**src/rtl/rbl_pkg.sv**
```systemverilog
package rbl_pkg;
   typedef enum logic {
      IMPL_FLOP  = 1'b0,
      IMPL_LATCH = 1'b1
   } rbl_impl_e;
endpackage

```
**src/rtl/rbl_force.sv**
```systemverilog
// Resolves the two asynchronous force inputs; zeros beat ones.
module rbl_force #(
   parameter int WIDTH = 8
) (
   input  logic             clr_n,
   input  logic             pre_n,
   input  logic [WIDTH-1:0] raw_word,
   output logic             force_any,
   output logic [WIDTH-1:0] force_word,
   output logic [WIDTH-1:0] eff_word
);
   localparam logic [WIDTH-1:0] ALL_ONES  = {WIDTH{1'b1}};
   localparam logic [WIDTH-1:0] ALL_ZEROS = {WIDTH{1'b0}};

   always_comb begin
      force_any  = !clr_n || !pre_n;
      force_word = (!clr_n) ? ALL_ZEROS : ALL_ONES;
      eff_word   = force_any ? force_word : raw_word;
   end
endmodule

```
**src/rtl/rbl_store.sv**
```systemverilog
// Word storage: clocked register or level-sensitive latch, chosen by IMPL.
module rbl_store
   import rbl_pkg::*;
#(
   parameter int        WIDTH = 8,
   parameter rbl_impl_e IMPL  = IMPL_FLOP
) (
   input  logic             clk,
   input  logic             load_en,
   input  logic             force_any,
   input  logic [WIDTH-1:0] force_word,
   input  logic [WIDTH-1:0] d_in,
   output logic [WIDTH-1:0] word_q
);
   generate
      if (IMPL == IMPL_FLOP) begin : g_flop
         logic [WIDTH-1:0] st_q;
         always_ff @(posedge clk) begin
            if (force_any) begin
               st_q <= force_word;
            end else if (load_en) begin
               st_q <= d_in;
            end
         end
         assign word_q = st_q;
      end else begin : g_latch
         logic [WIDTH-1:0] st_l;
         always_latch begin
            if (force_any) begin
               st_l = force_word;
            end else if (load_en) begin
               st_l = d_in;
            end
         end
         assign word_q = st_l;
      end
   endgenerate
endmodule

```
**src/rtl/rbl_drive.sv**
```systemverilog
// Port drivers: polarity option on the output port, true word on read-back.
module rbl_drive #(
   parameter int WIDTH      = 8,
   parameter bit INVERT_OUT = 1'b0
) (
   input  logic [WIDTH-1:0] word,
   input  logic             out_en_a_n,
   input  logic             out_en_b_n,
   input  logic             rb_n,
   output logic [WIDTH-1:0] out_data,
   output logic             out_en,
   output logic [WIDTH-1:0] rb_data,
   output logic             rb_en
);
   generate
      if (INVERT_OUT) begin : g_inv
         assign out_data = ~word;
      end else begin : g_true
         assign out_data = word;
      end
   endgenerate

   assign out_en  = ~(out_en_a_n | out_en_b_n);
   assign rb_data = word;
   assign rb_en   = ~rb_n;
endmodule

```
**src/rtl/rbl_latch_reg.sv**
```systemverilog
module rbl_latch_reg
   import rbl_pkg::*;
#(
   parameter int        WIDTH      = 8,
   parameter bit        INVERT_OUT = 1'b0,
   parameter rbl_impl_e IMPL       = IMPL_FLOP
) (
   input  logic             clk,
   input  logic             load_en,
   input  logic             clr_n,
   input  logic             pre_n,
   input  logic             out_en_a_n,
   input  logic             out_en_b_n,
   input  logic             rb_n,
   input  logic [WIDTH-1:0] bus_in,
   output logic [WIDTH-1:0] rb_data,
   output logic             rb_en,
   output logic [WIDTH-1:0] out_data,
   output logic             out_en
);
   generate
      if (WIDTH < 1) begin : g_bad_width
         $error("rbl_latch_reg: WIDTH must be at least 1");
      end
   endgenerate

   logic             force_any;
   logic [WIDTH-1:0] force_word;
   logic [WIDTH-1:0] raw_word;
   logic [WIDTH-1:0] eff_word;

   rbl_store #(.WIDTH(WIDTH), .IMPL(IMPL)) store_i (
      .clk        (clk),
      .load_en    (load_en),
      .force_any  (force_any),
      .force_word (force_word),
      .d_in       (bus_in),
      .word_q     (raw_word)
   );

   rbl_force #(.WIDTH(WIDTH)) force_i (
      .clr_n      (clr_n),
      .pre_n      (pre_n),
      .raw_word   (raw_word),
      .force_any  (force_any),
      .force_word (force_word),
      .eff_word   (eff_word)
   );

   rbl_drive #(.WIDTH(WIDTH), .INVERT_OUT(INVERT_OUT)) drive_i (
      .word       (eff_word),
      .out_en_a_n (out_en_a_n),
      .out_en_b_n (out_en_b_n),
      .rb_n       (rb_n),
      .out_data   (out_data),
      .out_en     (out_en),
      .rb_data    (rb_data),
      .rb_en      (rb_en)
   );
endmodule

```
**config.mk**
```make
export PLATFORM = sky130hd
export DESIGN_NAME = rbl_latch_reg
export DESIGN_NICKNAME = d
export VERILOG_FILES = /design/src/rtl/rbl_pkg.sv /design/src/rtl/rbl_force.sv /design/src/rtl/rbl_store.sv /design/src/rtl/rbl_drive.sv /design/src/rtl/rbl_latch_reg.sv
export SDC_FILE = /design/constraint.sdc
export NUM_CORES = 1
export LEC_CHECK = 0
export BUFFER_PORTS_ARGS = -buffer_cell sky130_fd_sc_hd__buf_4
export CAP_MARGIN = 40
export CORE_AREA = 8 8 45 47
export DETAILED_ROUTE_END_ITERATION = 8
export DIE_AREA = 0 0 53 55
export PLACE_DENSITY = 0.81
export SETUP_SLACK_MARGIN = 0.5
export SLEW_MARGIN = 20
export SYNTH_ARGS = -nofsm -noshare
export SYNTH_HDL_FRONTEND = slang
export SYNTH_SLANG_ARGS = --single-unit
export TNS_END_PERCENT = 20
```
**constraint.sdc**
```tcl
create_clock -name clk -period 1.3 [get_ports clk]
set_input_delay 0.13 -clock clk [delete_from_list [all_inputs] [get_ports clk]]
set_output_delay 0.13 -clock clk [all_outputs]
set_load 0.005 [all_outputs]
```
### Yosys cells after proc, flatten, opt, wreduce, memory -nomap -nowiden

Index checks and enable logic that the tools add are counted.

| operators by class | value |
|---|---|
| multiplexer cells | 4 |
| bitwise gates (word level) | 3 |
| reduce and logical (&&, ||, !) cells | 4 |

Operators by type and width:

| operator | number |
|---|---|
| 8-bit 2-to-1 mux | 4 |
| 1-bit zero test | 2 |
| 1-bit inverter | 2 |
| 2-bit nonzero test | 1 |
| 1-bit logical OR | 1 |
| 1-bit OR | 1 |

| word-level totals | value |
|---|---|
| bits in registers | 8 |
| output and inout port bits | 18 |
| word-level logic and storage cells | 12 |

### Logic depth before layout (Yosys ltp)

| depth | value |
|---|---|
| word-level depth | 3 |
| depth in mapped cells | 3 |
| mapped depth without buffers | 2 |

### Cells and area by module

A second synthesis with hierarchy kept.

| unflattened totals | value |
|---|---|
| cells, all modules | 61 |
| area total of the unflattened synthesis | 663.1 um^2 |

By module, submodules not included:

| module | instances | cells an instance | area each (um^2) | seq. area each (um^2) |
|---|---|---|---|---|
| rbl_store | 1 | 18 | 377.9 | 240.2 |
| rbl_force | 1 | 25 | 157.7 | 0.0 |
| rbl_drive | 1 | 18 | 127.6 | 0.0 |

### Least setup slack after synthesis

Ideal clock, no wire load.

| timing path | value |
|---|---|
| path kind | register to output |
| start point | reg store_i.g_flop.st_q[3], in the netlist store_i.word_q[3] |
| end point | out rb_data[3] |
| arrival time | 0.729 ns |
| path slack | 0.441 ns |
| cell stages (with the launch flop) | 4 |
| path buffers | 1 |
| path through | edfxtp_1 -> inv_1 -> a21boi_0 -> buf_4 |

| on the way | value |
|---|---|
| word-level cells in the longest chain between the ends | 1 |

RTL lines:

| element | RTL line | RTL |
|---|---|---|
| start: declaration | rbl_store.sv:17 | `logic [WIDTH-1:0] st_q;` |
| start signal: assignment | rbl_store.sv:20 | `st_q <= force_word;` |
| start signal: assignment | rbl_store.sv:22 | `st_q <= d_in;` |
| 8-bit 2-to-1 mux | rbl_force.sv:18 | `eff_word = force_any ? force_word : raw_word;` |
| end: declaration | rbl_latch_reg.sv:16 | `output logic [WIDTH-1:0] rb_data,` |

No other way between the ends.

### Final worst setup path

Ends and elaborated chain as after synthesis.

==> results.txt <==
Site row count = 14
Final Max Tran Viols = 0
Routability cong. = 0.598
Most common cell in the netlist = inv_1
Minimum clock period after layout = 1.04 ns
Drt total wl = 1230 um
Number of global-route vias before repair = 419
Final setup vio count = 0
Die Span Y = 55 um
Worst-margin pin slew = 0.386 ns
First-pass GRT wire length = 1860 um
Achievable Freq = 960 MHz
VDD IR max = 0.399 mV
Req. time, crit path = 1.17 ns
Synth top area cells = edfxtp_1, a21boi_2, inv_1
Number of synthesized flops with an enable pin = 8
Final #Nets = 95
H-tree depth = 1
Top-area cell type share of the netlist area = 43.5%
Critical Path AT = 0.91 ns
Seq/Total Area, Yosys = 43.5%
GRT Util Overall = 8.98%
Initial DRT Pass Iterations = 2
CTS tree = yes
Synthesized flop and latch total = 8
Clock-pin slew on the worst setup and hold paths = 0.05 ns
Pre-CTS WS = 0.253 ns
Worst-case clock buffer depth = 2
Final cell count without fillers = 94
I/O Buffers = 32
Critical Path Source Type = flop
Kind of critical path = flop to output pin
Placed cell count = 91
Ys flop type = edfxtp_1
Ys Warns = 0
Final hold vios = 0
Final period util = 80.1%
Drt wl/cell = 13.0 um
Final Cell Area = 767 sq um
Initial Util = 39.9%
P per Cell Area = 891 nW/um^2
Lkg Pwr = 0.396 nW
DR DRC count = 0
Slew HR = 74.2%
Total negative slack = 0 ns
Area of the die = 2920 sq um
Max Cap Viol = 0
Post-synth top cells = inv_1, a21boi_2, buf_4, edfxtp_1, a21boi_0
Mapped cell area = 552 sq um
RSZ-0062 raised after global routing = true
Element type at the critical path end = output pin
Fill count = 133
Number of diodes = 0
Io pins = 33
Root Buffer Master = clkbuf_4
Synth cell types = 8
Avg Cell Area, Syn = 10.4 sq um
Min-Delay Path Class = input pin to flop
Num CTS Buffers = 3
Max FO, Critical Path = 2
Synthesized instance count = 53
Largest net degree at the start of global routing = 18
Syn Nets = 68
Die X = 53 um
Max reg flops = 8
Outcome = finished clean
Via-to-Cell Ratio = 4.31
Remaining Overflow, GRT = 0
Clk sinks = 8
Placed cell area = 729 sq um
PnR worst setup slack = 0.259 ns
DR vias = 405
DP HPWL = 1030 um
Initial antenna violation count = 0
Asr flop ratio synth = 0%
Share of layout cells above drive strength 1 = 62.8%
Crit path to = rb_data[3]
Core Box Area = 1380 sq um
Synthesis-to-layout area growth = 39.0%
DR iter-0 viols = 4
Setup crit start = store_i.word_q[3]
Post-route ant nets = 0
Synth area leader = edfxtp_1
-- layout by cell type (no fill, tap or decap) --
cell type,count
a21boi_1,1
nor2_1,1
clkbuf_4,3
inv_1,16
a21boi_0,2
a21boi_2,13
edfxtp_1,8
buf_4,32
nand3b_1,1
inv_2,1
-- layout make-up --
type | count | area [sq um] | share of cell area, %
clock buffers | 3 | 22.5 | 2.94
inverters | 17 | 63.8 | 8.32
multi-input cells | 18 | 180 | 23.5
flip-flops and latches | 8 | 240 | 31.3
well taps | 16 | 20.0 | 2.61
repair buffers | 32 | 240 | 31.3
-- critical path, cell delays in order, from the launching register on --
cell	delay, ns
edfxtp_1	0.39
inv_1	0.08
a21boi_2	0.05
buf_4	0.14
-- stage by stage --
stage                     util [%]  power [mW]  hold WS, ns
after floorplan                  -       0.419        0.287
after global placement        52.7       0.492        0.450
after detailed placement      52.7       0.500        0.457
after CTS                     55.4       0.693        0.201
after global routing          55.4       0.727        0.216
final                         55.4       0.683        0.205
-- routing by layer --
layer | global-route usage [%] | up-vias | share of wire, %
met2 | 16.8 | 14 | 59
met4 | 6.47 | 0 | 0.73
met1 | 7.61 | 179 | 31
met3 | 3.48 | 2 | 9.0
li1 | - | 210 | -
met5 | 0 | - | 0
-- where the power goes --
group	total, mW	switching [mW]	internal (mW)
Sequential	0.319	0.00744	0.312
Clock	0.184	0.0787	0.105
Combinational	0.180	0.0753	0.105
-- what timing repair did --
item                       4_1_cts  5_1_grt
setup buffers                    0        0
pin swaps                        2        1
gates resized for setup          7        1
hold buffers                     0        0
setup endpoints to repair       16       24
-- worst min path at each step --
stage / startpoint / end / slack, ns / cells past startpoint
after detailed placement: bus_in[4] / store_i.word_q[4] / 0.46 / 3
after global placement: bus_in[6] / store_i.word_q[6] / 0.45 / 3
final: bus_in[5] / store_i.word_q[5] / 0.20 / 3
after CTS: bus_in[4] / store_i.word_q[4] / 0.20 / 3
after floorplan: rb_n / rb_en / 0.29 / 1
after global routing: bus_in[3] / store_i.word_q[3] / 0.22 / 3
-- logic make-up after synthesis --
logic type | count (synthesis) | share of synthesized area (%)
AND/OR/NAND/NOR | 2 | 2.04
AO/OA/AOI/OAI | 16 | 27.9
buffers and inverters | 27 | 26.5
flip-flops | 8 | 43.5
(Power assumes the default switching activity.)
